===== src/rtl/irf_pkg.sv =====
package irf_pkg;

   typedef enum logic [2:0] {
      ST_IDLE,
      ST_REQ,
      ST_ADDR,
      ST_DATA,
      ST_REL,
      ST_FIN
   } irf_state_e;

   localparam logic [3:0] CMD_MEM_RD = 4'b0110;
   localparam logic [3:0] BE_ALL_ON  = 4'b0000;

   // number of reads needed to cover a record, rounded up to whole tenures
   function automatic int unsigned irf_reads(int unsigned dwords, int unsigned per);
      return ((dwords + per - 1) / per) * per;
   endfunction

   function automatic int unsigned irf_max(int unsigned a, int unsigned b);
      return (a > b) ? a : b;
   endfunction

endpackage


===== src/rtl/irf_dsel_watch.sv =====
module irf_dsel_watch #(
   parameter int unsigned LIMIT = 4
) (
   input  logic clk,
   input  logic rst_n,
   input  logic arm_i,
   input  logic active_i,
   input  logic devsel_i,
   output logic claimed_o,
   output logic timeout_o
);
   localparam int unsigned CW = $clog2(LIMIT + 1);
   localparam logic [CW-1:0] LAST = CW'(LIMIT - 1);

   logic [CW-1:0] cnt_q;
   logic          seen_q;

   assign claimed_o = seen_q || devsel_i;
   assign timeout_o = active_i && !claimed_o && (cnt_q == LAST);

   always_ff @(posedge clk) begin
      if (!rst_n) begin
         cnt_q  <= '0;
         seen_q <= 1'b0;
      end else if (arm_i) begin
         cnt_q  <= '0;
         seen_q <= 1'b0;
      end else if (active_i) begin
         if (devsel_i) seen_q <= 1'b1;
         if (cnt_q != LAST) cnt_q <= cnt_q + 1'b1;
      end
   end
endmodule


===== src/rtl/irf_seq.sv =====
module irf_seq
   import irf_pkg::*;
#(
   parameter int unsigned AW        = 32,
   parameter int unsigned IDX_W     = 4,
   parameter int unsigned PER_TEN   = 2,
   parameter int unsigned WIDE_DW   = 7,
   parameter int unsigned NARROW_DW = 6
) (
   input  logic             clk,
   input  logic             rst_n,
   input  logic             start_i,
   input  logic [AW-1:0]    base_i,
   input  logic             wide_i,
   input  logic             burst_i,
   input  logic             gnt_i,
   input  logic             bus_busy_i,
   input  logic             xfer_i,
   input  logic             abort_i,
   output irf_state_e       state_o,
   output logic [AW-1:0]    addr_o,
   output logic [IDX_W-1:0] rd_idx_o,
   output logic             keep_o,
   output logic             last_ph_o,
   output logic             burst_o
);
   localparam int unsigned PH_W = $clog2(PER_TEN);
   localparam logic [IDX_W-1:0] WIDE_LAST   = IDX_W'(irf_reads(WIDE_DW, PER_TEN) - 1);
   localparam logic [IDX_W-1:0] NARROW_LAST = IDX_W'(irf_reads(NARROW_DW, PER_TEN) - 1);
   localparam logic [IDX_W-1:0] WIDE_LEN    = IDX_W'(WIDE_DW);
   localparam logic [IDX_W-1:0] NARROW_LEN  = IDX_W'(NARROW_DW);
   localparam logic [PH_W-1:0]  PH_LAST     = PH_W'(PER_TEN - 1);

   irf_state_e       st_q, st_d;
   logic [AW-1:0]    addr_q;
   logic [IDX_W-1:0] idx_q;
   logic [PH_W-1:0]  ph_q;
   logic             wide_q, burst_q;
   logic             last_ph, last_rd, take;

   assign last_ph = (ph_q == PH_LAST);
   assign last_rd = (idx_q == (wide_q ? WIDE_LAST : NARROW_LAST));
   assign take    = (st_q == ST_DATA) && xfer_i && !abort_i;

   always_comb begin
      st_d = st_q;
      unique case (st_q)
         ST_IDLE: if (start_i) st_d = ST_REQ;
         ST_REQ:  if (gnt_i && !bus_busy_i) st_d = ST_ADDR;
         ST_ADDR: st_d = ST_DATA;
         ST_DATA: begin
            if (abort_i)       st_d = ST_IDLE;
            else if (xfer_i) begin
               if (!last_ph)     st_d = burst_q ? ST_DATA : ST_ADDR;
               else if (last_rd) st_d = ST_FIN;
               else              st_d = ST_REL;
            end
         end
         ST_REL:  st_d = ST_REQ;
         ST_FIN:  st_d = ST_IDLE;
         default: st_d = ST_IDLE;
      endcase
   end

   always_ff @(posedge clk) begin
      if (!rst_n) begin
         st_q    <= ST_IDLE;
         addr_q  <= '0;
         idx_q   <= '0;
         ph_q    <= '0;
         wide_q  <= 1'b0;
         burst_q <= 1'b0;
      end else begin
         st_q <= st_d;
         if (st_q == ST_IDLE && start_i) begin
            addr_q  <= base_i;
            wide_q  <= wide_i;
            burst_q <= burst_i;
            idx_q   <= '0;
            ph_q    <= '0;
         end else if (take) begin
            addr_q <= addr_q + AW'(4);
            idx_q  <= idx_q + 1'b1;
            ph_q   <= last_ph ? '0 : ph_q + 1'b1;
         end
      end
   end

   assign state_o   = st_q;
   assign addr_o    = addr_q;
   assign rd_idx_o  = idx_q;
   assign keep_o    = idx_q < (wide_q ? WIDE_LEN : NARROW_LEN);
   assign last_ph_o = last_ph;
   assign burst_o   = burst_q;
endmodule


===== src/rtl/irf_out.sv =====
module irf_out #(
   parameter int unsigned DW    = 32,
   parameter int unsigned IDX_W = 4
) (
   input  logic             clk,
   input  logic             rst_n,
   input  logic             xfer_i,
   input  logic             keep_i,
   input  logic [IDX_W-1:0] idx_i,
   input  logic [DW-1:0]    data_i,
   input  logic             fin_i,
   input  logic             abort_i,
   output logic             valid_o,
   output logic [IDX_W-1:0] idx_o,
   output logic [DW-1:0]    data_o,
   output logic             done_o,
   output logic             err_o
);
   always_ff @(posedge clk) begin
      if (!rst_n) begin
         valid_o <= 1'b0;
         idx_o   <= '0;
         data_o  <= '0;
         done_o  <= 1'b0;
         err_o   <= 1'b0;
      end else begin
         valid_o <= xfer_i && keep_i;
         if (xfer_i && keep_i) begin
            idx_o  <= idx_i;
            data_o <= data_i;
         end
         done_o <= fin_i;
         err_o  <= abort_i;
      end
   end
endmodule


===== src/rtl/irec_fetch.sv =====
module irec_fetch
   import irf_pkg::*;
#(
   parameter int unsigned AW           = 32,
   parameter int unsigned DW           = 32,
   parameter int unsigned IDX_W        = 4,
   parameter int unsigned PER_TENURE   = 2,
   parameter int unsigned WIDE_DW      = 7,
   parameter int unsigned NARROW_DW    = 6,
   parameter int unsigned DEVSEL_LIMIT = 4
) (
   input  logic             clk,
   input  logic             rst_n,
   input  logic             start_i,
   input  logic [AW-1:0]    base_addr_i,
   input  logic             wide_layout_i,
   input  logic             burst_en_i,
   input  logic             gnt_i,
   input  logic             bus_busy_i,
   input  logic             devsel_i,
   input  logic             trdy_i,
   input  logic [DW-1:0]    ad_i,
   output logic             req_o,
   output logic             frame_o,
   output logic             irdy_o,
   output logic [AW-1:0]    ad_o,
   output logic [3:0]       cbe_o,
   output logic             dw_valid_o,
   output logic [IDX_W-1:0] dw_index_o,
   output logic [DW-1:0]    dw_data_o,
   output logic             done_o,
   output logic             err_o
);
   localparam int unsigned MAX_RD =
      irf_max(irf_reads(WIDE_DW, PER_TENURE), irf_reads(NARROW_DW, PER_TENURE));

   // elaboration-time parameter checks
   if (PER_TENURE < 2) begin : g_bad_per
      $error("PER_TENURE must be at least 2");
   end
   if ((1 << IDX_W) <= MAX_RD) begin : g_bad_idx
      $error("IDX_W too narrow for the read count");
   end
   if (DEVSEL_LIMIT < 1) begin : g_bad_lim
      $error("DEVSEL_LIMIT must be at least 1");
   end
   if (AW < 3 || WIDE_DW < 1 || NARROW_DW < 1) begin : g_bad_geom
      $error("invalid address width or record length");
   end

   irf_state_e       st;
   logic [AW-1:0]    addr;
   logic [IDX_W-1:0] rd_idx;
   logic             keep, last_ph, burst_q;
   logic             claimed, timeout, xfer;
   logic             in_addr, in_data;

   assign in_addr = (st == ST_ADDR);
   assign in_data = (st == ST_DATA);
   assign xfer    = in_data && trdy_i && claimed;

   irf_seq #(
      .AW(AW), .IDX_W(IDX_W), .PER_TEN(PER_TENURE),
      .WIDE_DW(WIDE_DW), .NARROW_DW(NARROW_DW)
   ) u_seq (
      .clk(clk), .rst_n(rst_n), .start_i(start_i), .base_i(base_addr_i),
      .wide_i(wide_layout_i), .burst_i(burst_en_i), .gnt_i(gnt_i),
      .bus_busy_i(bus_busy_i), .xfer_i(xfer), .abort_i(timeout),
      .state_o(st), .addr_o(addr), .rd_idx_o(rd_idx), .keep_o(keep),
      .last_ph_o(last_ph), .burst_o(burst_q)
   );

   irf_dsel_watch #(.LIMIT(DEVSEL_LIMIT)) u_watch (
      .clk(clk), .rst_n(rst_n), .arm_i(in_addr), .active_i(in_data),
      .devsel_i(devsel_i), .claimed_o(claimed), .timeout_o(timeout)
   );

   irf_out #(.DW(DW), .IDX_W(IDX_W)) u_out (
      .clk(clk), .rst_n(rst_n), .xfer_i(xfer), .keep_i(keep), .idx_i(rd_idx),
      .data_i(ad_i), .fin_i(st == ST_FIN), .abort_i(timeout),
      .valid_o(dw_valid_o), .idx_o(dw_index_o), .data_o(dw_data_o),
      .done_o(done_o), .err_o(err_o)
   );

   assign req_o   = (st == ST_REQ) || in_addr || (in_data && !last_ph);
   assign frame_o = in_addr || (in_data && burst_q && !last_ph);
   assign irdy_o  = in_data;
   assign ad_o    = in_addr ? addr : '0;
   assign cbe_o   = in_addr ? CMD_MEM_RD : BE_ALL_ON;
endmodule


===== config.mk =====
export PLATFORM = sky130hd
export DESIGN_NAME = irec_fetch
export DESIGN_NICKNAME = d
export VERILOG_FILES = /design/src/rtl/irf_pkg.sv /design/src/rtl/irf_dsel_watch.sv /design/src/rtl/irf_seq.sv /design/src/rtl/irf_out.sv /design/src/rtl/irec_fetch.sv
export SDC_FILE = /design/constraint.sdc
export NUM_CORES = 1
export LEC_CHECK = 0
export BUFFER_PORTS_ARGS = -buffer_cell sky130_fd_sc_hd__buf_2
export CORE_MARGIN = 3
export CORE_UTILIZATION = 40
export DETAILED_ROUTE_END_ITERATION = 8
export HOLD_SLACK_MARGIN = 0.1
export PLACE_DENSITY = 0.67
export SLEW_MARGIN = 20
export SYNTH_ARGS = -nofsm -noshare
export SYNTH_HDL_FRONTEND = slang
export SYNTH_SLANG_ARGS = --single-unit
export TNS_END_PERCENT = 1

===== constraint.sdc =====
create_clock -name clk -period 2.5 [get_ports clk]
set_input_delay 0 -clock clk [delete_from_list [all_inputs] [get_ports clk]]
set_output_delay 0 -clock clk [all_outputs]
set_load 0.05 [all_outputs]

# After elaboration in Yosys (flattened, before gate mapping)
# Cells that the tools add are included.
[classes]
addsub = 4
n_bitwise = 1
mux = 15
n_eq_ne = 11
magnitude_cmp = 1
reduce_logical = 27
[ops]
columns = ["cell", "n"]
rows = [
  ["$mux 32", 3],
  ["$add 32x3->32 const B", 1],
  ["$mux 3", 6],
  ["$pmux 3 s5", 1],
  ["$logic_and 1x1->1", 12],
  ["$eq 3x2->1 const B", 3],
  ["$eq 3x3->1 const B", 2],
  ["$add 4x1->4 const B", 1],
  ["$eq 4x4->1", 1],
  ["$logic_not 1->1", 4],
  ["$logic_or 1x1->1", 4],
  ["$lt 4x4->1", 1],
  ["$mux 1", 4],
  ["$reduce_and 2->1", 2],
  ["$reduce_or 2->1", 2],
  ["$add 3x1->3 const B", 1],
  ["$eq 3x1->1 const B", 1],
  ["$logic_not 3->1", 1],
  ["$ne 3x1->1 const B", 1],
  ["$ne 3x2->1 const B", 1],
  ["$reduce_and 3->1", 1],
  ["$mux 2", 1],
  ["$ne 2x1->1 const B", 1],
  ["$ne 2x2->1 const B", 1],
  ["other kinds (3)", 3],
]
[totals]
reg_bits = 85
inputBits = 73

# Logic depth before layout (Yosys ltp)
# Gate-level depths: netlist of run 1.
[depth]
ltp_word = 8
depth_mapped = 8
depth_no_buf = 6

# Modules after synthesis
# From an unflattened synthesis of run 1, not the netlist that was laid out.
[hier_totals]
cells_unflattened = 545
hier_area_um2 = 4551.9
[by_module_without_submodules]
columns = ["module", "cells_per_inst", "area_each_um2", "instances"]
rows = [
  ["irf_seq", 305, 2402.3, 1],
  ["irf_out", 171, 1595.3, 1],
  ["irec_fetch", 49, 360.3, 1],
  ["irf_dsel_watch", 20, 193.9, 1],
]

# Least setup slack after synthesis of run 1
# OpenSTA, ideal clock, no wires.
[synth_timing]
kind = "reg2reg"
from = "register u_seq.st_q[0] (netlist: u_seq.state_o[0])"
to = "register u_seq.addr_q[19] (netlist: u_seq.addr_o[19])"
path_stages_with_launch = 7
path_buffers = 0
required_time_ns = 2.426
setup_slack_ns = 0.606
arrival_ns = 1.819
period_less_slack_ns = 1.894
path_cell_list = "dfxtp_1 -> nand3b_1 -> inv_2 -> nand4_4 -> or3_4 -> or3_1 -> a31oi_1"
[synth_via]
elab_chain_len = 6
[synth_rtl]
columns = ["element", "line", "text"]
rows = [
  ["start, declared", "irf_seq.sv:34", "irf_state_e st_q, st_d;"],
  ["start signal, assigned", "irf_seq.sv:74", "st_q <= st_d;"],
  ["$eq 3x2->1 (*)", "irec_fetch.sv:59", "assign in_data = (st == ST_DATA);"],
  ["named net irdy_o", "irec_fetch.sv:25", "output logic irdy_o,"],
  ["$logic_and 1x1->1 (on tied branches) (2 in series)", "irec_fetch.sv:60, irf_dsel_watch.sv:19", ""],
  ["$logic_and 1x1->1 or $logic_not 1->1 (tied branches)", "irf_seq.sv:43", "assign take = (st_q == ST_DATA) && xfer_i && !abort_i;"],
  ["$logic_and 1x1->1 (*)", "irf_seq.sv:43", ""],
  ["$reduce_bool 2->1 (no source line) (*)", "-", ""],
  ["end signal, assigned", "irf_seq.sv:76", "addr_q <= base_i;"],
  ["end signal, assigned", "irf_seq.sv:82", "addr_q <= addr_q + AW'(4);"],
  ["end, declared", "irf_seq.sv:35", "logic [AW-1:0] addr_q;"],
]
# The timed path passes the listed nets; every way through them passes the cells marked *.
# A chain may end at the register's enable or synchronous reset.

# Worst setup path in the final report of run 1
[layout_timing]
from = "register u_seq.st_q[2] (netlist: u_seq.state_o[2])"
to = "register u_seq.addr_q[18] (netlist: u_seq.addr_o[18])"
[layout_via]
elab_chain_len = 6
[layout_rtl]
columns = ["element", "line"]
rows = [
  ["$eq 3x2->1", "irf_seq.sv:43, irec_fetch.sv:59"],
  ["$logic_and 1x1->1 (on tied branches) (2 in series)", "irec_fetch.sv:60, irf_dsel_watch.sv:19"],
  ["$logic_and 1x1->1 or $logic_not 1->1 (tied branches)", "irf_seq.sv:43"],
  ["$logic_and 1x1->1", "irf_seq.sv:43"],
  ["$reduce_bool 2->1 (no source line)", "-"],
]
# Several ways; a longest one is shown, not always the timed one.

==> run_results.csv, run 1 <==
group,metric,value,unit
outcome,outcome,"complete, no violations",
logic_synthesis,synth_ff_type,"dfxtp_1",
final_layout,area_delta_synth_final,42.7,%
clock_tree,cts.hold.buffers_added,67,
timing,post-route-min-period,2.07,ns
timing,clock.fmax,0.482,GHz
clock_tree,clk-insertion-delay-late,0.35,ns
logic_synthesis,async_flop_share,0,%
clock_tree,cts_tree,"yes",
timing,finalHoldViolations,0,
job,cap_violations,0,
power_and_ir_drop,p_per_area,748,mW/mm^2
die,num_rows,35,
min_path,min_path_type,"in -> reg",
route,drc,0,
setup_path,crit_fanout,41,
logic_synthesis,syn_area,0.00396,sq mm
global_routing,grt.overflow.total,0,
die,die_area,0.0111,sq mm
setup_path,worstPathRequired,2.72,ns
placed_design,dpl.hpwl,7950,microns
die,die_h,105,microns
logic_synthesis,syn_inst,508,
clock_tree,htree_num_levels,3,
logic_synthesis,ys_warn_count,0,
placed_design,globalplace.congestion,0.883,
timing,setup_viol,0,
clock_tree,clockBufferDepth,2,
placed_design,dpl_cell_area,0.00478,sq mm
die,initial_utilization,42.0,%
timing,slew_viol_final,0,
global_routing,met2_usage,35.8,%
global_routing,antenna_found_initial,0,
global_routing,top_usage_layer,"met2",
logic_synthesis,synthTopCellsByArea,"dfxtp_1 43%, nand2_1 10%, a21oi_1 8.1%",
global_routing,grt_pass1_vias,3988,
global_routing,grt_pass1_wl,19400,microns
route,routed_via_density,5.03,
logic_synthesis,synth_cell_types,44,
logic_synthesis,yosysSeqAreaShare,43.0,%
logic_synthesis,synth.top_cell.area_share,43.0,%
logic_synthesis,ys_top_cells_by_count,"108 x nand2_1, 85 x dfxtp_1, 64 x a21oi_1, 31 x and2_1, 29 x o21ai_0",
clock_tree,clock_sinks,85,
die,die_w,105,microns
power_and_ir_drop,p_leak,2.36,nW
global_routing,grt.total_usage,21.3,%
setup_path,crit_path_start_kind,"flip-flop",
route,detail-route-antenna-nets,0,
route,drt_iter0_drc,204,
timing,finClkSkew,0.0107,ns
timing,fin_crit_sh,82.9,%
logic_synthesis,synth_top_area_cell,"dfxtp_1",
die,io-pin-count,151,
clock_tree,numCtsBuffers,9,
clock_tree,path_clk_slew,0.08,ns
placed_design,port_buffers,148,
setup_path,crit_type,"reg -> reg",
clock_tree,cts_resized,0,
route,routedWlPerCell,14.3,microns
route,routed_wl,12000,microns
timing,tightest_slew,0.959,ns
route,firstDrtPassIters,5,
final_layout,post-route-util,60.0,%
timing,tns,0,ns
timing,rsz0062_at_grt,"no",
setup_path,cp.arrival,2.29,ns
logic_synthesis,syn_area_per_cell,7.79,sq um
global_routing,grt_max_degree,56,
final_layout,nets,785,
logic_synthesis,synth.most_common_cell,"nand2_1",
clock_tree,post_cts_buffers,0,
die,core,0.00942,sq mm
clock_tree,cts-root-buf,"clkbuf_8",
logic_synthesis,synth_edf_count,0,
global_routing,use_met1,26.8,%
route,num_vias,4239,
logic_synthesis,synth-seq-cells,85,
timing,slew_headroom,36.0,%
global_routing,use_met3,3.80,%
power_and_ir_drop,ir_drop,0.000417,V
final_layout,drive_above_1_share,25.4,%
final_layout,design_area,0.00565,sq mm
setup_path,critPathCaptureType,"flip-flop",
[per-layer routing]
layer / wire (microns) / part of all wire, %
met2: 5920 / 49
met1: 5140 / 43
met5: 0 / 0
met4: 256 / 2.1
met3: 696 / 5.8
[where the power goes]
group / total, mW / switching, mW / internal, mW
Clock: 0.988 / 0.524 / 0.464
Sequential: 1.77 / 0.226 / 1.55
Combinational: 1.47 / 0.959 / 0.508
Total: 4.23 / 1.71 / 2.52
[cell usage in the layout, fill, tap and decap left out, drive strengths merged, types with 2 or more instances in the layout]
cell type / n
a211oi: 4
a21oi: 64
a31oi: 6
and2: 31
and3: 4
and4: 5
buf: 158
clkbuf: 9
clkinvlp: 3
conb: 2
dfxtp: 85
dlygate4sd3: 67
ha: 4
inv: 8
nand2: 108
nand2b: 5
nand3: 11
nand3b: 2
nand4: 7
nand4b: 2
nor2: 23
nor3: 15
nor3b: 2
nor4: 6
nor4b: 2
o211ai: 3
o21ai: 29
or3: 6
xnor2: 21
xor2: 7
[path summary, 6_finish.rpt]
path / start / to / slack (ns) / depth (start not counted)
max: u_seq.state_o[2] / u_seq.addr_o[18] / 0.43 / 4
max reg2reg: u_seq.state_o[2] / u_seq.addr_o[18] / 0.43 / 4
min reg2reg: u_out.data_o[5] / u_out.data_o[5] / 0.46 / 2
min: gnt_i / u_seq.state_o[0] / 0.15 / 6
[state kept, by name (all words and copies together), names as in the netlist, 3 cells and up]
signal	flops
u_out.data_o	32
u_out.idx_o	4
u_seq.addr_o	32
u_seq.rd_idx_o	4
u_seq.state_o	3
u_watch.cnt_q	3
[metrics by stage]
stage                     setup WS, ns  power, mW  instances  hold slack [ns]
after global routing             0.330       4.47        841            0.175
final                            0.427       4.23        842            0.148
after global placement           0.545       3.14        759            0.232
after detailed placement         0.467       3.17        759            0.247
after CTS                        0.455       4.24        841            0.131
after floorplan                  0.606       2.80        509            0.130
[worst max-delay path, stage by stage (launching register included)]
cell and delay [ns]:
dfxtp_1 0.41, or4b_2 0.91, buf_4 0.34, o21ai_0 0.22, a21oi_1 0.06
[cell families after synthesis]
family | after synthesis | share of synthesized area (%)
and+or+nand+nor | 233 | 29.0
xor gates and xnor gates | 28 | 6.19
AOI/OAI and AO/OA | 114 | 15.7
buffers and inverters | 43 | 4.74
adders and majority gates | 4 | 1.26
other | 1 | 0.0947
DFF | 85 | 43.0
[layout make-up]
| class | instances | area (sq um) |
|---|---|---|
| fillers | 842 | 3760 |
| multi-input cells | 381 | 2080 |
| flip-flops and latches | 85 | 1700 |
| repair buffers | 225 | 1490 |
| well taps | 129 | 161 |
| clock buffers | 9 | 124 |
| clock inverters | 6 | 70.1 |
| inverters | 6 | 22.5 |
| diodes | 1 | 2.50 |
(Power assumes the default switching activity.)
==> run 2, diff against run 1 <==
--- a/config.mk
+++ b/config.mk
@@ -10,7 +10,7 @@
 export CORE_UTILIZATION = 40
 export DETAILED_ROUTE_END_ITERATION = 8
 export HOLD_SLACK_MARGIN = 0.1
-export PLACE_DENSITY = 0.67
+export PLACE_DENSITY = 0.7
 export SLEW_MARGIN = 20
 export SYNTH_ARGS = -nofsm -noshare
 export SYNTH_HDL_FRONTEND = slang
==> constraint.sdc (replaced) <==
create_clock -name clk -period 1.86 [get_ports clk]
set_input_delay 0 -clock clk [delete_from_list [all_inputs] [get_ports clk]]
set_output_delay 0 -clock clk [all_outputs]
set_load 0.05 [all_outputs]
==> run_results.csv, run 2 (synthesis results as in run 1) <==
group,metric,value,unit
clock_tree,numCtsBuffers,9,
placed_design,dpl.cell_count,786,
power_and_ir_drop,p_int,3.54,mW
power_and_ir_drop,p_per_area,990,mW/mm^2
route,detail-route-antenna-nets,0,
placed_design,dpl.hpwl,8310,microns
clock_tree,path_clk_slew,0.09,ns
setup_path,crit_type,"reg -> reg",
route,routed_via_density,5.05,
route,drt_iter0_drc,233,
job,cap_violations,0,
die,num_rows,35,
setup_path,worstPathRequired,2.09,ns
global_routing,grt_pass1_wl,20200,microns
power_and_ir_drop,ir_drop,0.000700,V
route,routedWlPerCell,14.2,microns
die,core,0.00942,sq mm
global_routing,antenna_found_initial,0,
die,die_w,105,microns
outcome,outcome,"complete, no violations",
die,die_h,105,microns
setup_path,slowest_delay,0.73,ns
clock_tree,clockBufferDepth,2,
setup_path,critPathTopFamily,"simple AND/OR/NAND/NOR gates",
setup_path,crit_path_start_kind,"flip-flop",
final_layout,nFillCells,795,
final_layout,drive_above_1_share,28.6,%
setup_path,crit_fanout,33,
global_routing,grt_max_degree,42,
placed_design,dp_slack,0.0506,ns
power_and_ir_drop,switchingPower,2.42,mW
min_path,min_path_type,"in -> reg",
timing,rsz0062_at_grt,"yes",
die,io-pin-count,151,
global_routing,top_usage_layer,"met2",
route,routed_wl,12400,microns
final_layout,final_cell_mix,"120 x buf_2, 108 x nand2_1, 85 x dfxtp_1",
global_routing,use_met1,26.7,%
timing,timing.final.ws_setup,0.0785,ns
timing,finalHoldViolations,0,
final_layout,design_area,0.00602,sq mm
setup_path,critPathCaptureType,"flip-flop",
placed_design,dpl_cell_area,0.00505,sq mm
global_routing,grt.overflow.total,0,
global_routing,met2_usage,38.8,%
timing,post-route-min-period,1.78,ns
route,drc,0,
final_layout,area_delta_synth_final,52.0,%
global_routing,use_met3,1.96,%
die,die_area,0.0111,sq mm
global_routing,grt.total_usage,22.0,%
power_and_ir_drop,swShare,40.6,%
setup_path,path_buf_inv,2,
placed_design,globalplace.congestion,0.911,
setup_path,cp_slowest_cell,"or4b_2",
final_layout,layout_commonest_cell,"buf_2",
timing,finClkSkew,0.0136,ns
power_and_ir_drop,power_frac_clock,21.5,%
clock_tree,htree_num_levels,3,
final_layout,nets,813,
die,initial_utilization,42.0,%
setup_path,cp.arrival,2.02,ns
final_layout,final_cells,870,
timing,slew_viol_final,0,
timing,clock.fmax,0.561,GHz
final_layout,multiInputGateArea,0.00210,sq mm
clock_tree,cts_tree,"yes",
route,firstDrtPassIters,5,
global_routing,grt_pass1_vias,4254,
route,num_vias,4392,
placed_design,port_buffers,148,
power_and_ir_drop,p_leak,2.53,nW
clock_tree,post_cts_buffers,0,
clock_tree,clock_sinks,85,
final_layout,regArea,0.00170,sq mm
clock_tree,clk-insertion-delay-late,0.36,ns
final_layout,diodes,0,
setup_path,crit_chain,"buf_4, or4b_2, buf_6, o21ai_0, a21oi_1",
timing,setup_viol,0,
clock_tree,cts-root-buf,"clkbuf_8",
power_and_ir_drop,seqPwrFrac,38.1,%
timing,fin_crit_sh,95.8,%
power_and_ir_drop,pwr-share-comb,40.4,%
==> run 2: cell types whose count changed in the layout (fill, tap and decap cells not counted), sizes merged <==
cell,change
buf,+27
clkinv,+2
clkinvlp,-2
bufinv,-1
clkbuf,+1
diode,-1
dlygate4sd3,+1
inv,+1
==> run 2: layout make-up <==
cell class | count | area share [%]
Inverter | 6 | 0.416
Clock inverter | 6 | 0.894
Sequential cell | 85 | 28.3
Clock buffer | 10 | 2.29
Timing Repair Buffer | 253 | 30.6
Tap cell | 129 | 2.68
Multi-Input combinational cell | 381 | 34.9
==> run 2: worst min-delay path, delay by kind of cell <==
kind                   cells  cell delay, ns
AO/OA/AOI/OAI              1            0.16
AND/OR/NAND/NOR            2            0.19
buffers and inverters      1            0.11
==> run 2: repair_timing <==
item,CTS,global route
hold buffers,68,0
endpoints found under the hold margin,68,0
endpoints found under the setup margin,28,46
pin swaps,0,1
resized for setup,29,7
==> run 2: final timing paths <==
path | start | to | slack, ns | cells after the start
hold / removal | start_i | u_seq.state_o[0] | 0.15 | 4
setup / recovery | u_seq.state_o[2] | u_seq.addr_o[24] | 0.08 | 5
hold reg to reg | u_seq.addr_o[1] | u_seq.addr_o[1] | 0.45 | 2
setup reg to reg | u_seq.state_o[2] | u_seq.addr_o[24] | 0.08 | 5
==> run 2: layer usage <==
layer | wire length [microns] | up-vias
met5 | 0 | -
met4 | 475 | 0
met3 | 615 | 39
met2 | 6120 | 160
met1 | 5180 | 2014
li1 | - | 2179
==> run 2: through the flow <==
stage | setup TNS [ns] | hold WS [ns] | total power [mW] | util (%)
after floorplan | 0 | 0.130 | 3.77 | -
after global placement | 0 | 0.236 | 4.45 | 53.6
after detailed placement | 0 | 0.237 | 4.51 | 53.6
after CTS | 0 | 0.141 | 5.94 | 63.7
after global routing | -0.0134 | 0.191 | 6.28 | 63.9
final | 0 | 0.149 | 5.96 | 63.9
==> run 2: power groups by stage <==
stage	registers (mW)	clock network (mW)	logic, mW
5_1_grt	2.30	1.37	2.60
3_5_place_dp	2.31	0	2.20
6_report	2.27	1.28	2.41
3_3_place_gp	2.30	0	2.16
4_1_cts	2.27	1.32	2.36
2_1_floorplan	2.39	0	1.38
